$ cat config.mk
export PLATFORM = sky130hd
export DESIGN_NAME = flash_tick_gen
export DESIGN_NICKNAME = d
export VERILOG_FILES = /design/src/rtl/flash_tick_pkg.sv /design/src/rtl/flash_tick_cfg_reg.sv /design/src/rtl/flash_tick_prescaler.sv /design/src/rtl/flash_tick_divider.sv /design/src/rtl/flash_tick_gen.sv
export SDC_FILE = /design/constraint.sdc
export NUM_CORES = 1
export LEC_CHECK = 0
export BUFFER_PORTS_ARGS = -buffer_cell sky130_fd_sc_hd__buf_2
export CORE_ASPECT_RATIO = 0.6
export CORE_MARGIN = 10
export CORE_UTILIZATION = 52
export DETAILED_ROUTE_END_ITERATION = 12
export PLACE_DENSITY = 0.69
export SLEW_MARGIN = 5
export SYNTH_ARGS = -nofsm -noshare
export SYNTH_HDL_FRONTEND = slang
export SYNTH_HIERARCHICAL = 1
export SYNTH_SLANG_ARGS = --single-unit
$ cat constraint.sdc
create_clock -name clk -period 8.15 [get_ports clk]
set_input_delay 0.815 -clock clk [delete_from_list [all_inputs] [get_ports clk]]
set_output_delay 0.815 -clock clk [all_outputs]
set_load 0.01 [all_outputs]
$ cat src/rtl/flash_tick_pkg.sv
package flash_tick_pkg;

  typedef logic [63:0] u64_t;

  // Number of system clocks between two timing strobes.
  function automatic u64_t strobe_period(input logic pre_en, input u64_t div_val,
                                         input u64_t pre_ratio);
    u64_t stage1;
    stage1 = pre_en ? pre_ratio : 64'd1;
    return stage1 * (div_val + 64'd1);
  endfunction

  // floor(sys/period) < lo  <=>  sys < lo*period
  // floor(sys/period) > hi  <=>  sys >= (hi+1)*period
  function automatic logic outside_window(input u64_t sys_hz, input u64_t period,
                                          input u64_t lo_hz, input u64_t hi_hz);
    logic too_slow;
    logic too_fast;
    too_slow = sys_hz < (lo_hz * period);
    too_fast = sys_hz >= ((hi_hz + 64'd1) * period);
    return too_slow | too_fast;
  endfunction

endpackage

$ cat src/rtl/flash_tick_cfg_reg.sv
module flash_tick_cfg_reg #(
  parameter int unsigned DIV_W = 6
) (
  input  logic             clk,
  input  logic             rst_n,
  input  logic             wr_en,
  input  logic             wr_pre,
  input  logic [DIV_W-1:0] wr_div,
  output logic             pre_en,
  output logic [DIV_W-1:0] div_val,
  output logic             loaded
);

  always_ff @(posedge clk or negedge rst_n) begin
    if (!rst_n) begin
      pre_en  <= 1'b0;
      div_val <= '0;
      loaded  <= 1'b0;
    end else if (wr_en) begin
      pre_en  <= wr_pre;
      div_val <= wr_div;
      loaded  <= 1'b1;
    end
  end

endmodule

$ cat src/rtl/flash_tick_prescaler.sv
module flash_tick_prescaler #(
  parameter int unsigned RATIO = 8
) (
  input  logic clk,
  input  logic rst_n,
  input  logic restart,
  input  logic run,
  input  logic bypass,
  output logic step
);

  localparam int unsigned CNT_W = (RATIO > 1) ? $clog2(RATIO) : 1;
  localparam logic [CNT_W-1:0] LAST = CNT_W'(RATIO - 1);

  logic [CNT_W-1:0] cnt;
  logic             at_last;

  assign at_last = (cnt == LAST);
  assign step    = run && (bypass || at_last);

  always_ff @(posedge clk or negedge rst_n) begin
    if (!rst_n) begin
      cnt <= '0;
    end else if (restart || !run || bypass) begin
      cnt <= '0;
    end else if (at_last) begin
      cnt <= '0;
    end else begin
      cnt <= cnt + 1'b1;
    end
  end

endmodule

$ cat src/rtl/flash_tick_divider.sv
module flash_tick_divider #(
  parameter int unsigned DIV_W = 6
) (
  input  logic             clk,
  input  logic             rst_n,
  input  logic             restart,
  input  logic             run,
  input  logic             step,
  input  logic [DIV_W-1:0] limit,
  output logic             wrap
);

  logic [DIV_W-1:0] cnt;

  assign wrap = run && step && (cnt == limit);

  always_ff @(posedge clk or negedge rst_n) begin
    if (!rst_n) begin
      cnt <= '0;
    end else if (restart || !run) begin
      cnt <= '0;
    end else if (step) begin
      if (wrap) cnt <= '0;
      else      cnt <= cnt + 1'b1;
    end
  end

endmodule

$ cat src/rtl/flash_tick_gen.sv
module flash_tick_gen
  import flash_tick_pkg::*;
#(
  parameter int unsigned SYS_CLK_HZ = 33_000_000,
  parameter int unsigned DIV_W      = 6,
  parameter int unsigned PRE_RATIO  = 8,
  parameter int unsigned MIN_HZ     = 150_000,
  parameter int unsigned MAX_HZ     = 200_000,
  localparam int unsigned CTRL_W    = DIV_W + 2
) (
  input  logic              clk,
  input  logic              rst_n,
  input  logic              wr_en,
  input  logic [CTRL_W-1:0] wr_data,
  output logic [CTRL_W-1:0] rd_data,
  output logic              tick,
  output logic              loaded,
  output logic              cmd_permit,
  output logic              freq_out_of_range
);

  localparam int unsigned PRE_BIT = DIV_W;

  logic             pre_en;
  logic [DIV_W-1:0] div_val;
  logic             pre_tick;   // prescaler stage step
  logic             wrap;       // divider stage terminal count
  logic             restart;    // counters cleared by a write
  u64_t             period;

  assign restart = wr_en;

  flash_tick_cfg_reg #(.DIV_W(DIV_W)) u_cfg (
    .clk     (clk),
    .rst_n   (rst_n),
    .wr_en   (wr_en),
    .wr_pre  (wr_data[PRE_BIT]),
    .wr_div  (wr_data[DIV_W-1:0]),
    .pre_en  (pre_en),
    .div_val (div_val),
    .loaded  (loaded)
  );

  flash_tick_prescaler #(.RATIO(PRE_RATIO)) u_pre (
    .clk     (clk),
    .rst_n   (rst_n),
    .restart (restart),
    .run     (loaded),
    .bypass  (!pre_en),
    .step    (pre_tick)
  );

  flash_tick_divider #(.DIV_W(DIV_W)) u_div (
    .clk     (clk),
    .rst_n   (rst_n),
    .restart (restart),
    .run     (loaded),
    .step    (pre_tick),
    .limit   (div_val),
    .wrap    (wrap)
  );

  assign tick       = wrap;
  assign cmd_permit = loaded;
  assign rd_data    = {loaded, pre_en, div_val};

  always_comb begin
    period = strobe_period(pre_en, 64'(div_val), 64'(PRE_RATIO));
    freq_out_of_range = loaded &&
      outside_window(64'(SYS_CLK_HZ), period, 64'(MIN_HZ), 64'(MAX_HZ));
  end

endmodule

==> results of run 1 <==
-- sequential cells by signal, summed over array words and instances (netlist names) --
name           count
u_cfg/div_val      6
u_div/cnt          6
u_pre/cnt          3
u_cfg/loaded       1
u_cfg/pre_en       1
-- cell usage in the layout, fill, tap and decap left out, drive strengths merged, types with 7 or more instances in the layout --
cell type / n
ha: 166
inv: 148
fa: 63
buf: 44
a21oi: 39
nor2: 30
nand2: 29
o21ai: 26
xnor2: 21
dfrtp: 17
a21o: 15
xor2: 14
nand2b: 12
nand3: 12
nor3: 12
o21a: 9
o211ai: 8
mux2: 7
-- metal layers --
metal	global-route usage (%)	share of wire (%)
met4	2.46	0.47
met2	26.4	42
met1	25.2	52
met3	3.10	6.1
met5	0	0
-- per-stage QoR --
| step | cells | setup slack (ns) | hold slack, ns |
|---|---|---|---|
| after floorplan | 750 | 0.892 | 0.429 |
| after global placement | 939 | 0.219 | 0.441 |
| after detailed placement | 939 | 0.120 | 0.463 |
| after CTS | 944 | 0.00335 | 0.470 |
| after global routing | 950 | 0.0219 | 0.475 |
| final | 950 | 0.319 | 0.464 |
-- path summary, 6_finish.rpt --
path / end / startpoint / cells past startpoint / slack, ns
min: u_pre/cnt[0] / u_pre/cnt[0] / 1 / 0.46
max in group asynchronous: u_cfg/div_val[1] / rst_n / 1 / 7.38
min in group asynchronous: u_div/cnt[0] / rst_n / 1 / 0.48
max reg2reg: u_div/cnt[5] / u_cfg/pre_en / 6 / 6.14
max: freq_out_of_range / u_cfg/div_val[1] / 28 / 0.32
min reg2reg: u_pre/cnt[0] / u_pre/cnt[0] / 1 / 0.46
-- cell type report --
class                           count  area (um2)
Fill cell                        1075        4960
Timing Repair Buffer               44         278
Clock inverter                      1        7.51
Inverter                          148         556
Tap cell                          165         206
Clock buffer                        3        75.1
Multi-Input combinational cell    572        5790
Sequential cell                    17         428
-- repair_timing --
item                                    4_1_cts  5_1_grt
resized for setup                             7       23
buffers inserted                              1        6
hold buffers                                  0        0
pin swaps                                     2        7
endpoints found under the setup margin        1        1
-- synthesized netlist by cell type, types with 4 or more instances --
master / instances / share of area, %
a211o_1: 4 / 0.53
a211oi_1: 4 / 0.45
a21o_1: 15 / 1.7
a21oi_1: 37 / 2.8
a31oi_1: 6 / 0.56
and3_1: 5 / 0.47
clkbuf_1: 9 / 0.51
dfrtp_1: 17 / 6.4
fa_1: 63 / 19
ha_1: 166 / 31
inv_1: 148 / 8.3
mux2_4: 7 / 1.6
mux2i_1: 5 / 0.75
nand2_1: 29 / 1.6
nand2b_1: 12 / 1.1
nand3_1: 12 / 0.90
nand4_1: 4 / 0.38
nor2_1: 30 / 1.7
nor2b_1: 5 / 0.47
nor3_1: 11 / 0.83
nor3b_1: 4 / 0.45
o211ai_1: 8 / 0.90
o21a_1: 9 / 1.0
o21ai_0: 20 / 1.5
o21ai_1: 5 / 0.38
o22ai_1: 4 / 0.38
xnor2_1: 21 / 2.8
xor2_1: 14 / 1.8
-- cells by family (layout without fill, tap and decap cells) --
family,Yosys count,after routing,synth area share [%]
other cells,2,5,0.113
buf+inv,161,196,9.34
compound gates,154,154,16.1
flops,17,17,6.38
fa+ha+maj,229,229,50.1
xor+xnor,35,35,4.60
simple gates,137,137,11.1
mux,12,12,2.33
-- worst reg2reg max path, delay by kind of cell (launching register included) --
| family | cells | cell delay [ns] |
|---|---|---|
| AO/OA/AOI/OAI | 3 | 0.42 |
| buffers and inverters | 1 | 0.26 |
| flip-flops | 1 | 0.61 |
| AND/OR/NAND/NOR | 2 | 0.65 |
==> results.tsv, run 1 <==
metric	value	unit
Mapped Area	0.00667	mm2
final wirelength	15500	um
Yosys cell types	71	
Initial Util	54.2	%
Worst Setup Start Kind	register	
Critical Path AT	7.02	ns
Final nets	1026	
fin crit period	7.83	ns
Die Wd	166	um
cell mode on critical path	inv_1	
sequential fraction of the synthesis area	6.38	%
clk buf depth	2	
setup tns final	0	ns
clk root buf	clkbuf_16	
Fin Clk Skew	0.00550	ns
final instance area	0.00734	mm2
Mapped Cells	747	
largest net degree at the start of global routing	18	
CP top delay family	adder cells	
CTS clk-pin slew, worst paths	0.05	ns
vias per cell	5.61	
slew margin rel.	31.0	%
via count	5330	
Period Utilization, post-route	96.1	%
path type of the worst setup path	reg2out	
number of global-route vias before repair	5445	
final core utilization	59.7	%
max cap viols	0	
Antenna diodes	0	
area of the die	0.0179	mm2
status	finished, final reports clean	
Synth warnings	6	
Detailed Route Iter0 Violations	323	
Setup-failing EPs final	0	
hold crit path type	reg2reg	
Worst-Skew Late Latency	0.25	ns
Initial DRT Pass Iterations	5	
post-route ant nets	0	
Synth async-reset ratio	100	%
GP Congestion	0.936	
number of buffers and inverters on the critical path	9	
CP required	7.34	ns
clk sink count	17	
drt drc	0	
share of cells above drive strength 1	13.0	%
final hold viol count	0	
H-tree depth	1	
synthesis-to-finish area growth	10.0	%
Synth Flop Type	dfrtp_1	
EDFF count, synth	0	
core box area	0.0123	mm2
post-synthesis register bit count	17	
DPL Wire Length	13200	um
CP max stage delay	0.53	ns
Worst path slowest cell	fa_1	
CP Capture Type	primary output	
initial antenna violation count	0	
Tightest Pin Transition	1.03	ns
Global Route Usage Sum	17.3	%
Post-Place Cell Area	0.00704	mm2
RSZ-0062 raised after global routing	no	
fmax	128	MHz
TritonCTS clock tree	done	
Die Y	108	um
TritonCTS buffer count	3	
CP Max Fanout	6	
global-route wire length before repair	26500	um
WL/cell	16.3	um
fin. max-slew vios	0	
GRT Residual Overflow	0	
IO buf count	21	
Std-Cell Rows	31	
Synth Area per Inst	8.93	um2
num ports	23	
Power of run 1 is left out: the tool's default activity adds up to more than one toggle a clock period on the data nets, which glitch-free logic cannot reach.
==> inputs of run 2 (changes only) <==
Settings changed: CORE_UTILIZATION 52 to 35, PLACE_DENSITY 0.69 to unset, SKIP_CTS_REPAIR_TIMING set to 1.
==> run 2 against run 1 <==
Sequential share of layout area about the same. Count of clock-buffer cells in the layout unchanged. Via count down 1.7%. Die area up 41%. Design area up 0.32%. Cell count up 7.8%. Utilization down 20 points.
==> results.tsv, run 2 (synthesis gave the netlist of run 1 again) <==
metric	value	unit	change
Worst R2R Setup Slack	6.23	ns	was 6.14 ns
CP max stage delay	0.54	ns	was 0.53 ns
Std-Cell Rows	38		was 31
CP required	7.34	ns	about the same
Final nets	1025		was 1026
area of the die	0.0252	mm2	was 0.0179 mm2
Worst Setup Start Kind	register		unchanged
final wirelength	14500	um	was 15500 um
number of global-route vias before repair	4825		was 5445
Period Utilization, post-route	95.3	%	was 96.1%
clk sink count	17		unchanged
H-tree depth	1		unchanged
vias per cell	5.12		was 5.61
path type of the worst setup path	reg2out		unchanged
GRT Residual Overflow	0		unchanged
Die Y	127	um	was 108 um
setup tns final	0	ns	unchanged
fmax	129	MHz	was 128 MHz
share of cells above drive strength 1	12.2	%	was 13.0%
clk root buf	clkbuf_16		unchanged
final hold viol count	0		unchanged
CP top delay family	adder cells		unchanged
met3 usage	1.43	%	was 3.10%
fin. max-slew vios	0		unchanged
RSZ-0062 raised after global routing	no		unchanged
Worst path slowest cell	fa_1		unchanged
fin crit period	7.77	ns	was 7.83 ns
CP Max Fanout	8		was 6
drt drc	0		unchanged
Initial Util	36.2	%	was 54.2%
global-route wire length before repair	24400	um	was 26500 um
slew margin rel.	30.2	%	was 31.0%
commonest non-fill, non-tap cells in the layout	ha_1 (162), inv_1 (147), fa_1 (60)		was ha_1 (163), inv_1 (148), fa_1 (62)
met2 Track Usage GR	14.4	%	was 26.4%
clk buf depth	2		unchanged
hold crit path type	reg2reg		unchanged
DPL Wire Length	12600	um	was 13200 um
GP Congestion	0.868		was 0.936
Die Wd	198	um	was 166 um
Tightest Pin Transition	1.04	ns	was 1.03 ns
Setup-failing EPs final	0		unchanged
synthesis-to-finish area growth	10.4	%	was 10.0%
Fin Clk Skew	0.00220	ns	was 0.00550 ns
Critical Path AT	6.95	ns	was 7.02 ns
Global Route Usage Sum	11.6	%	was 17.3%
num ports	23		unchanged
status	finished, final reports clean		unchanged
Largest regs	u_cfg/div_val: 6 flops, u_div/cnt: 6 flops, u_pre/cnt: 3 flops		unchanged
post-route ant nets	0		unchanged
Worst-Skew Late Latency	0.25	ns	about the same
Antenna diodes	0		unchanged
max cap viols	0		unchanged
largest net degree at the start of global routing	18		unchanged
number of buffers and inverters on the critical path	7		was 9
initial antenna violation count	0		unchanged
IO buf count	21		unchanged
Initial DRT Pass Iterations	4		was 5
cell mode on critical path	ha_1		was inv_1
CP Capture Type	primary output		unchanged
TritonCTS buffer count	3		unchanged
most used routing layer in global routing	met1		was met2
TritonCTS clock tree	done		unchanged
most common cell after layout, fill and taps aside	ha_1		unchanged
met1 Use GR	20.1	%	was 25.2%
CTS clk-pin slew, worst paths	0.05	ns	about the same
WL/cell	14.1	um	was 16.3 um
Detailed Route Iter0 Violations	228		was 323
via count	5241		was 5330
core box area	0.0184	mm2	was 0.0123 mm2
run 2: cell count changes in the layout (fill, tap and decap cells not counted), moves of 2 or more:
cell / previous run / this run
a21oi_2: 3 / 1
a21oi_1: 35 / 37
fa_2: 1 / 3
fa_1: 62 / 60
run 2: final timing paths:
kind | startpoint | endpoint | cells after the start
setup / recovery | u_cfg/div_val[0] | freq_out_of_range | 29
hold / removal | u_pre/cnt[0] | u_pre/cnt[0] | 1
setup reg to reg | u_cfg/pre_en | u_div/cnt[3] | 6
hold reg to reg | u_pre/cnt[0] | u_pre/cnt[0] | 1
max in group asynchronous | rst_n | u_cfg/div_val[1] | 1
min in group asynchronous | rst_n | u_cfg/div_val[5] | 1
run 2: area by class of cell:
cell class,count,area [um2]
Multi-Input combinational cell,572,5720
Fill cell,1813,11000
Inverter,148,556
Sequential cell,17,428
Tap cell,240,300
Timing Repair Buffer,43,270
Clock buffer,3,75.1
Clock inverter,1,7.51
run 2: layer usage:
metal | routed length (um) | share of wire (%)
met1 | 8610 | 59
met5 | 0 | 0
met3 | 737 | 5.1
met2 | 5080 | 35
met4 | 45 | 0.31
run 2: stage by stage:
| step | setup WS (ns) | area [um2] | std cells | util, % | hold WS (ns) |
|---|---|---|---|---|---|
| 2_1_floorplan | 0.892 | 6680 | 750 | - | 0.429 |
| 3_3_place_gp | 0.287 | 7150 | 1015 | 38.8 | 0.451 |
| 3_5_place_dp | 0.212 | 7150 | 1015 | 38.8 | 0.455 |
| 4_1_cts | -0.110 | 7230 | 1019 | 39.3 | 0.462 |
| 5_1_grt | 0.00235 | 7360 | 1024 | 40.0 | 0.477 |
| 6_report | 0.382 | 7360 | 1024 | 40.0 | 0.460 |
Power of run 2 is left out for the same reason.
==> inputs of run 3 (changes only) <==
Settings changed: ABC_AREA set to 0, CORE_ASPECT_RATIO 0.6 to 0.8.
==> run 3 against run 2 <==
Clock skew down 0.00057 ns. Worst setup slack worse by 0.060 ns. First-iteration DRC count grew 50%. Sequential share of layout area about the same. Critical endpoint unchanged.
==> results.tsv, run 3 (synthesis gave the netlist of run 1 again) <==
metric	value	unit	change
via count	5181		was 5241
global-route wire length before repair	24000	um	was 24400 um
Die Y	143	um	was 127 um
H-tree depth	1		unchanged
Worst-Skew Late Latency	0.24	ns	was 0.25 ns
clk root buf	clkbuf_16		unchanged
post-route ant nets	0		unchanged
TritonCTS clock tree	done		unchanged
status	finished, final reports clean		unchanged
CP required	7.34	ns	about the same
Fin Clk Skew	0.00163	ns	was 0.00220 ns
Worst path slowest cell	fa_1		unchanged
Die Wd	174	um	was 198 um
Period Utilization, post-route	96.0	%	was 95.3%
CP Capture Type	primary output		unchanged
CP Max Fanout	8		unchanged
fin crit period	7.83	ns	was 7.77 ns
largest net degree at the start of global routing	18		unchanged
Critical Path AT	7.01	ns	was 6.95 ns
vias per cell	5.01		was 5.12
most common cell after layout, fill and taps aside	ha_1		unchanged
CTS clk-pin slew, worst paths	0.05	ns	about the same
path type of the worst setup path	reg2out		unchanged
hold crit path type	reg2reg		unchanged
number of global-route vias before repair	4970		was 4825
Detailed Route Iter0 Violations	341		was 228
Largest regs	u_cfg/div_val: 6 flops, u_div/cnt: 6 flops, u_pre/cnt: 3 flops		unchanged
Worst Setup Start Kind	register		unchanged
fmax	128	MHz	was 129 MHz
slew margin rel.	34.0	%	was 30.2%
Antenna diodes	0		unchanged
num ports	23		unchanged
final hold viol count	0		unchanged
CP max stage delay	0.53	ns	was 0.54 ns
final wirelength	14200	um	was 14500 um
share of cells above drive strength 1	11.1	%	was 12.2%
synthesis-to-finish area growth	10.0	%	was 10.4%
cell mode on critical path	ha_1		unchanged
core box area	0.0189	mm2	was 0.0184 mm2
Initial Util	35.4	%	was 36.2%
Cells after DPL	1029		was 1015
Std-Cell Rows	45		was 38
initial antenna violation count	0		unchanged
non-filler cells, final	1035		was 1024
WL/cell	13.7	um	was 14.1 um
drt drc	0		unchanged
Initial DRT Pass Iterations	4		unchanged
GP Congestion	0.851		was 0.868
Final nets	1018		was 1025
Setup-failing EPs final	0		unchanged
clk sink count	17		unchanged
Tightest Pin Transition	0.987	ns	was 1.04 ns
max cap viols	0		unchanged
TritonCTS buffer count	3		unchanged
clk buf depth	2		unchanged
fin. max-slew vios	0		unchanged
GRT Residual Overflow	0		unchanged
DPL Wire Length	12300	um	was 12600 um
commonest non-fill, non-tap cells in the layout	ha_1 (163), inv_1 (148), fa_1 (61)		was ha_1 (162), inv_1 (147), fa_1 (60)
IO buf count	21		unchanged
Global Route Usage Sum	11.1	%	was 11.6%
area of the die	0.0250	mm2	was 0.0252 mm2
[run 3: worst paths after layout]
check,startpoint,end,slack [ns],cells after the start
min reg2reg,u_pre/cnt[0],u_pre/cnt[0],0.45,1
min in group asynchronous,rst_n,u_div/cnt[2],0.48,1
max reg2reg,u_cfg/pre_en,u_div/cnt[5],6.19,6
max in group asynchronous,rst_n,u_cfg/div_val[1],7.38,1
min,u_pre/cnt[0],u_pre/cnt[0],0.45,1
max,u_cfg/div_val[1],freq_out_of_range,0.32,26
[run 3: critical path: cells and delay by family, from the launching register on]
kind / cells / cell delay (ns)
adder cells (fa/ha/maj): 8 / 3.19
AO/OA/AOI/OAI: 6 / 1.35
AND/OR/NAND/NOR: 5 / 1.02
buffers and inverters: 6 / 0.56
flip-flops: 1 / 0.44
XOR/XNOR: 1 / 0.22
[run 3: area by class of cell]
class | instances | area (um2)
flip-flops and latches | 17 | 427
repair buffers | 36 | 218
fillers | 1935 | 11500
inverters | 148 | 556
well taps | 258 | 323
clock buffers | 4 | 78.8
multi-input cells | 572 | 5730
[run 3: through the flow]
| step | setup TNS (ns) | area (um2) | setup WS [ns] | hold slack, ns | util (%) |
|---|---|---|---|---|---|
| 2_1_floorplan | 0 | 6680 | 0.892 | 0.429 | - |
| 3_3_place_gp | 0 | 7140 | 0.278 | 0.443 | 37.8 |
| 3_5_place_dp | 0 | 7140 | 0.214 | 0.444 | 37.8 |
| 4_1_cts | -0.0830 | 7220 | -0.0830 | 0.453 | 38.3 |
| 5_1_grt | -0.0173 | 7340 | -0.0173 | 0.471 | 38.9 |
| 6_report | 0 | 7340 | 0.322 | 0.450 | 38.9 |
[run 3: per-layer routing]
layer	track usage (%)	up-vias	part of all wire, %
met3	1.26	4	3.6
met4	0.898	0	0.41
met5	0	-	0
li1	-	2642	-
met1	17.2	2475	55
met2	16.6	60	41
Power of run 3 is left out for the same reason.
